<file path="config.mk">
export PLATFORM = sky130hd
export DESIGN_NAME = wdt_top
export DESIGN_NICKNAME = d
export VERILOG_FILES = /design/src/rtl/wdt_pkg.sv /design/src/rtl/wdt_keys.sv /design/src/rtl/wdt_cfg_sync.sv /design/src/rtl/wdt_counter.sv /design/src/rtl/wdt_top.sv
export SDC_FILE = /design/constraint.sdc
export NUM_CORES = 1
export LEC_CHECK = 0
export BUFFER_PORTS_ARGS = -buffer_cell sky130_fd_sc_hd__buf_2
export CAP_MARGIN = 20
export CORE_ASPECT_RATIO = 0.7
export CORE_MARGIN = 8
export CORE_UTILIZATION = 24
export DETAILED_ROUTE_END_ITERATION = 7
export PLACE_DENSITY_LB_ADDON = 0.25
export SYNTH_ARGS = -nofsm -noshare
export SYNTH_HDL_FRONTEND = slang
export SYNTH_SLANG_ARGS = --single-unit
export TNS_END_PERCENT = 5
</file>
<file path="constraint.sdc">
create_clock -name clk -period 3.5 [get_ports clk]
set_clock_uncertainty 0.15 [all_clocks]
set_input_delay 0.875 -clock clk [delete_from_list [all_inputs] [get_ports clk]]
set_output_delay 0.875 -clock clk [all_outputs]
set_load 0.05 [all_outputs]
</file>
<file path="src/rtl/wdt_pkg.sv">
package wdt_pkg;
  localparam int unsigned PSC_W = 3;
  localparam int unsigned KEY_W = 16;
  localparam int unsigned PRE_W = 8;

  localparam logic [KEY_W-1:0] KEY_UNLOCK = 16'h5555;
  localparam logic [KEY_W-1:0] KEY_REFRESH = 16'hAAAA;
  localparam logic [KEY_W-1:0] KEY_START = 16'hCCCC;

  localparam logic [3:0] OFS_KEY = 4'h0;
  localparam logic [3:0] OFS_PSC = 4'h4;
  localparam logic [3:0] OFS_RLD = 4'h8;
  localparam logic [3:0] OFS_STAT = 4'hC;

  // ticks per counter step for a prescaler code
  function automatic logic [PRE_W:0] psc_div(input logic [PSC_W-1:0] code);
    logic [PRE_W:0] d;
    if (code == 3'd7) d = 9'd256;
    else d = 9'd4 << code;
    return d;
  endfunction
endpackage

</file>
<file path="src/rtl/wdt_keys.sv">
module wdt_keys
  import wdt_pkg::*;
(
  input  logic             clk,
  input  logic             rst_n,
  input  logic             key_wr,
  input  logic [KEY_W-1:0] key,
  output logic             unlocked,
  output logic             running,
  output logic             load_req
);
  logic is_unlock, is_start, is_refresh;
  assign is_unlock  = key == KEY_UNLOCK;
  assign is_start   = key == KEY_START;
  assign is_refresh = key == KEY_REFRESH;
  assign load_req   = key_wr && (is_start || is_refresh);

  always_ff @(posedge clk or negedge rst_n) begin
    if (!rst_n) begin
      unlocked <= 1'b0;
      running  <= 1'b0;
    end else if (key_wr) begin
      unlocked <= is_unlock;
      if (is_start) running <= 1'b1;
    end
  end

  assert_relock_R2: assert property (@(posedge clk) disable iff (!rst_n)
    (key_wr && key != 16'h5555) |=> !unlocked);
  assert_run_sticky_R6: assert property (@(posedge clk) disable iff (!rst_n)
    running |=> running);
endmodule

</file>
<file path="src/rtl/wdt_cfg_sync.sv">
module wdt_cfg_sync #(
  parameter int unsigned W = 12,
  parameter logic [W-1:0] RST_VAL = '0,
  parameter int unsigned TICKS = 3
) (
  input  logic         clk,
  input  logic         rst_n,
  input  logic         tick,
  input  logic         wr_req,
  input  logic [W-1:0] wdata,
  output logic [W-1:0] shadow,
  output logic [W-1:0] active,
  output logic         busy
);
  localparam int unsigned NW = $clog2(TICKS + 1);
  localparam logic [NW-1:0] LAST = NW'(TICKS - 1);

  logic [NW-1:0] n;
  logic          commit;
  assign commit = busy && tick && !wr_req && (n == LAST);

  always_ff @(posedge clk or negedge rst_n) begin
    if (!rst_n) begin
      shadow <= RST_VAL;
      active <= RST_VAL;
      busy   <= 1'b0;
      n      <= '0;
    end else if (wr_req) begin
      shadow <= wdata;
      busy   <= 1'b1;
      n      <= '0;
    end else if (busy && tick) begin
      if (commit) begin
        active <= shadow;
        busy   <= 1'b0;
        n      <= '0;
      end else begin
        n <= n + 1'b1;
      end
    end
  end

  assert_busy_set_R4: assert property (@(posedge clk) disable iff (!rst_n)
    wr_req |=> (busy && shadow == $past(wdata)));
  assert_active_hold_R4: assert property (@(posedge clk) disable iff (!rst_n)
    (!busy && !wr_req) |=> $stable(active));
endmodule

</file>
<file path="src/rtl/wdt_counter.sv">
module wdt_counter
  import wdt_pkg::*;
#(
  parameter int unsigned CNT_W = 12
) (
  input  logic             clk,
  input  logic             rst_n,
  input  logic             tick,
  input  logic             running,
  input  logic             load_req,
  input  logic [CNT_W-1:0] reload,
  input  logic [PSC_W-1:0] psc_code,
  output logic             step,
  output logic             at_zero,
  output logic             rst_req
);
  logic [PRE_W-1:0] pre_cnt;
  logic [PRE_W:0]   lim;
  logic [CNT_W-1:0] cnt;

  assign lim     = psc_div(psc_code) - 9'd1;
  assign step    = running && tick && ({1'b0, pre_cnt} >= lim);
  assign at_zero = cnt == '0;

  always_ff @(posedge clk or negedge rst_n) begin
    if (!rst_n) begin
      pre_cnt <= '0;
      cnt     <= '1;
      rst_req <= 1'b0;
    end else begin
      if (running && tick) pre_cnt <= step ? '0 : pre_cnt + 1'b1;
      if (load_req) cnt <= reload;
      else if (step) cnt <= at_zero ? reload : cnt - {{(CNT_W-1){1'b0}}, 1'b1};
      rst_req <= step && at_zero && !load_req;
    end
  end

  assert_pulse_one_cycle_R9: assert property (@(posedge clk) disable iff (!rst_n)
    rst_req |=> !rst_req);
  assert_no_req_stopped_R6: assert property (@(posedge clk) disable iff (!rst_n)
    !running |-> !rst_req);
  assert_refresh_wins_R7: assert property (@(posedge clk) disable iff (!rst_n)
    load_req |=> (!rst_req && cnt == $past(reload)));
endmodule

</file>
<file path="src/rtl/wdt_top.sv">
module wdt_top
  import wdt_pkg::*;
#(
  parameter int unsigned CNT_W = 12,
  parameter int unsigned SYNC_TICKS = 3
) (
  input  logic        clk,
  input  logic        rst_n,
  input  logic        slow_tick,
  input  logic        bus_we,
  input  logic [3:0]  bus_addr,
  input  logic [15:0] bus_wdata,
  output logic [31:0] bus_rdata,
  output logic        wdt_rst_req
);
  logic key_wr, psc_wr, rld_wr;
  logic unlocked, running, load_req;
  logic [PSC_W-1:0] psc_shadow, psc_active;
  logic [CNT_W-1:0] rld_shadow, rld_active;
  logic psc_busy, rld_busy;
  logic step, at_zero;

  assign key_wr = bus_we && bus_addr == OFS_KEY;
  assign psc_wr = bus_we && bus_addr == OFS_PSC && unlocked;
  assign rld_wr = bus_we && bus_addr == OFS_RLD && unlocked;

  wdt_keys u_keys (
    .clk(clk), .rst_n(rst_n), .key_wr(key_wr), .key(bus_wdata),
    .unlocked(unlocked), .running(running), .load_req(load_req)
  );

  wdt_cfg_sync #(.W(PSC_W), .RST_VAL('0), .TICKS(SYNC_TICKS)) u_psc (
    .clk(clk), .rst_n(rst_n), .tick(slow_tick), .wr_req(psc_wr),
    .wdata(bus_wdata[PSC_W-1:0]), .shadow(psc_shadow), .active(psc_active),
    .busy(psc_busy)
  );

  wdt_cfg_sync #(.W(CNT_W), .RST_VAL('1), .TICKS(SYNC_TICKS)) u_rld (
    .clk(clk), .rst_n(rst_n), .tick(slow_tick), .wr_req(rld_wr),
    .wdata(bus_wdata[CNT_W-1:0]), .shadow(rld_shadow), .active(rld_active),
    .busy(rld_busy)
  );

  wdt_counter #(.CNT_W(CNT_W)) u_cnt (
    .clk(clk), .rst_n(rst_n), .tick(slow_tick), .running(running),
    .load_req(load_req), .reload(rld_active), .psc_code(psc_active),
    .step(step), .at_zero(at_zero), .rst_req(wdt_rst_req)
  );

  always_comb begin
    bus_rdata = '0;
    case (bus_addr)
      OFS_PSC:  if (!psc_busy) bus_rdata = {{(32-PSC_W){1'b0}}, psc_shadow};
      OFS_RLD:  if (!rld_busy) bus_rdata = {{(32-CNT_W){1'b0}}, rld_shadow};
      OFS_STAT: bus_rdata = {30'd0, rld_busy, psc_busy};
      default:  bus_rdata = '0;
    endcase
  end

  assert_locked_rld_R3: assert property (@(posedge clk) disable iff (!rst_n)
    (bus_we && bus_addr == 4'h8 && !unlocked) |=> $stable(rld_shadow));
  assert_locked_psc_R3: assert property (@(posedge clk) disable iff (!rst_n)
    (bus_we && bus_addr == 4'h4 && !unlocked) |=> $stable(psc_shadow));
  assert_expiry_needs_step_R9: assert property (@(posedge clk) disable iff (!rst_n)
    wdt_rst_req |-> $past(step && at_zero));
endmodule

</file>
==> flow_summary.ini <==
[final_layout]
antenna_cells = 0
nFillCells = 1563
layout.cells.non_filler = 616
nNetsFinal = 450
areaGrowthSynthToFinish_pct = 19.9
drive_above_1_share_pct = 28.7

[synthesis]
ys_warn_count = 0
synth_ff_type = dfstp_2
synth-seq-area-share_pct = 43.5
synth.most_common_cell = nand2_1
ys_top_cells_by_count = 76 x nand2_1, 36 x dfstp_2, 31 x nor2_1, 23 x dfrtp_1, 22 x buf_4
synthDistinctLibCells = 61
synth_area_leaders = dfstp_2 27%, dfrtp_1 16%, nand2_1 8.2%, buf_4 4.7%, ha_1 3.6%
ys_ff_latch = 59
avgSynthCellArea_um2 = 9.50
synth_top_area_cell = dfstp_2
syn_inst = 368
synth_edf_count = 0
synth.top_cell.area_share_pct = 27.1
synth_area_um2 = 3500
synthArstFlopShare_pct = 100

[worst_hold_path]
min_to = u_rld.shadow[7]$_DFFE_PN1P_
min_from = u_rld.shadow[7]$_DFFE_PN1P_
hold_depth = 2
min_path_type = reg -> reg

[timing]
max-slew-margin-rel_pct = 57.3
period_needed_ps = 3260
post-route-period-util_pct = 93.2
finalSetupViolCount = 0
slew_viol_final = 0
fmax_mhz = 307
rsz0062_at_grt = no
worstMarginPinSlew_ps = 639
hold_ws_ps = 316
finalHoldViolCount = 0
finalSetupTns_ps = 0

[worst_setup_path]
worstPathArrival_ps = 3380
r2r-end = u_cnt.cnt[6]$_DFFE_PN1P_
cp_slowest_cell = a221o_2
path_max_fanout = 8
cp-start-kind = flop
reg2reg_depth = 13
path_common_cell = a21oi_1
r2r_start = u_psc.active[2]$_DFFE_PN0P_
crit_path_end_kind = flop
crit_required_ps = 3610
crit_chain = or3_1 -> ha_2 -> nor3_1 -> a21o_1 -> a21oi_1 -> ha_1 -> a21oi_1 -> o21ai_1 -> a221o_2 -> buf_4 -> a311oi_1 -> a31oi_1 -> o21a_1
reg2reg_slack_ps = 240
max_stage_delay_ps = 470
path_class = reg -> reg

[grt]
grt_overflow = 0
grt_pass1_wl_um = 14900
grt.total_usage_pct = 10.1
grt_max_degree = 60
antenna_found_initial = 0
grt_pass1_vias = 2865

[clock_network]
path_clk_slew_ps = 60
htreeDepth = 3
cts_sinks = 59
cts-root-buf = clkbuf_16
cts_tree = done
clkLatencyLatePin_ps = 330
cts_inserted_buffers = 9
cts_buffer_depth = 2
hold_buffers = 0

[route]
drtPass1Iterations = 5
ant_nets = 0
drc = 0
vias = 2780
wl_um = 8980
first_iter_violations = 138
routed_via_density = 4.51
wl_per_cell_um = 14.6

[flow_run]
maxCapViolCount = 0

[placed_design]
dp_cells = 600
gp_congestion = 0.840
dp_hpwl_um = 6680
portBuffers = 36

[floorplan]
row_count = 37
coreArea_um2 = 14400
fp.dieW_um = 160
die-area_um2 = 18700
initial_core_util_pct = 24.2
die_h_um = 117
io_pins = 57

[power]
irDropWorstVdd_mv = 0.243
power_density_nw_per_um2 = 398
p_total_mw = 1.67
leakagePower_nw = 1.88

[run_status]
status = finished clean
## how the worst max path moves through the flow
stage	from	endpoint	slack [ps]	depth (start not counted)
2_1_floorplan	bus_addr[1]	bus_rdata[1]	230	3
3_3_place_gp	u_psc.active[1]$_DFFE_PN0P_	u_cnt.cnt[5]$_DFFE_PN1P_	280	12
3_5_place_dp	u_psc.active[2]$_DFFE_PN0P_	u_cnt.cnt[5]$_DFFE_PN1P_	170	12
4_1_cts	u_psc.active[2]$_DFFE_PN0P_	u_cnt.cnt[5]$_DFFE_PN1P_	140	12
5_1_grt	u_psc.active[2]$_DFFE_PN0P_	u_cnt.cnt[6]$_DFFE_PN1P_	10	13
6_report	u_psc.active[2]$_DFFE_PN0P_	u_cnt.cnt[6]$_DFFE_PN1P_	240	13
## power breakdown
group          internal, mW  switching (mW)
Combinational        0.0167          0.0767
Clock                 0.554           0.334
Sequential            0.685       0.0000486
Total                  1.26           0.411
## final cells by class
cell class                      count  area (um^2)  share of cell area, %
Multi-Input combinational cell    291         1830                   43.6
Sequential cell                    59         1520                   36.3
Timing Repair Buffer               46          268                   6.39
Tap cell                          195          244                   5.82
Clock buffer                        9          225                   5.37
Clock inverter                      7         73.8                   1.76
Inverter                            9         33.8                  0.806
## worst max-delay path, delay by kind of cell, from the launching register on
family	cells	cell delay, ps
and+or+nand+nor	2	510
adders and majority gates	2	550
buffers and inverters	1	190
DFF	1	420
AOI/OAI and AO/OA	8	1360
## state kept, by name (all words and copies together) (netlist names), 2 cells and up
signal and flops:
u_psc.shadow 3, u_rld.n 2, u_rld.shadow 12, u_psc.active 3, u_cnt.pre_cnt 8, u_psc.n 2, u_rld.active 12, u_cnt.cnt 12
## metal layers
layer,up-vias,share of wire (%),track usage (%)
met2,88,36,13.1
met1,1306,56,14.9
met3,11,7.4,3.74
met5,-,0,0
met4,0,0.99,2.98
li1,1375,-,-
## stage by stage
stage / setup WS, ps / area (um^2) / util, %
2_1_floorplan: 230 / 3570 / -
3_3_place_gp: 277 / 3880 / 26.9
3_5_place_dp: 166 / 3880 / 26.9
4_1_cts: 138 / 4180 / 29.0
5_1_grt: 14.3 / 4190 / 29.0
6_report: 238 / 4190 / 29.0
## cell families (layout without fill, tap and decap cells)
kind of cell    Yosys count  in the layout  synth area share [%]
compound gates           71             71                  14.5
xor+xnor                  7              7                  1.75
fa+ha+maj                10             10                  3.58
buf+inv                  37             71                  6.59
flops                    59             59                  43.5
mux                      14             14                  4.51
other cells               1             20                 0.107
simple gates            169            169                  25.4
## what timing repair did
item	CTS	global route
setup endpoints to repair	0	6
gates resized for setup	0	3
setup buffers	0	0
## cells in the final DEF (no fill, tap or decap), drive strengths merged, types with 12 or more instances in the layout
master / n
nor3: 16
dfstp: 36
nand2: 76
conb: 20
dfrtp: 23
buf: 46
inv: 12
mux2: 14
o21ai: 15
a21oi: 19
nor2: 33
No activity file was read; power rests on OpenSTA's default activity.
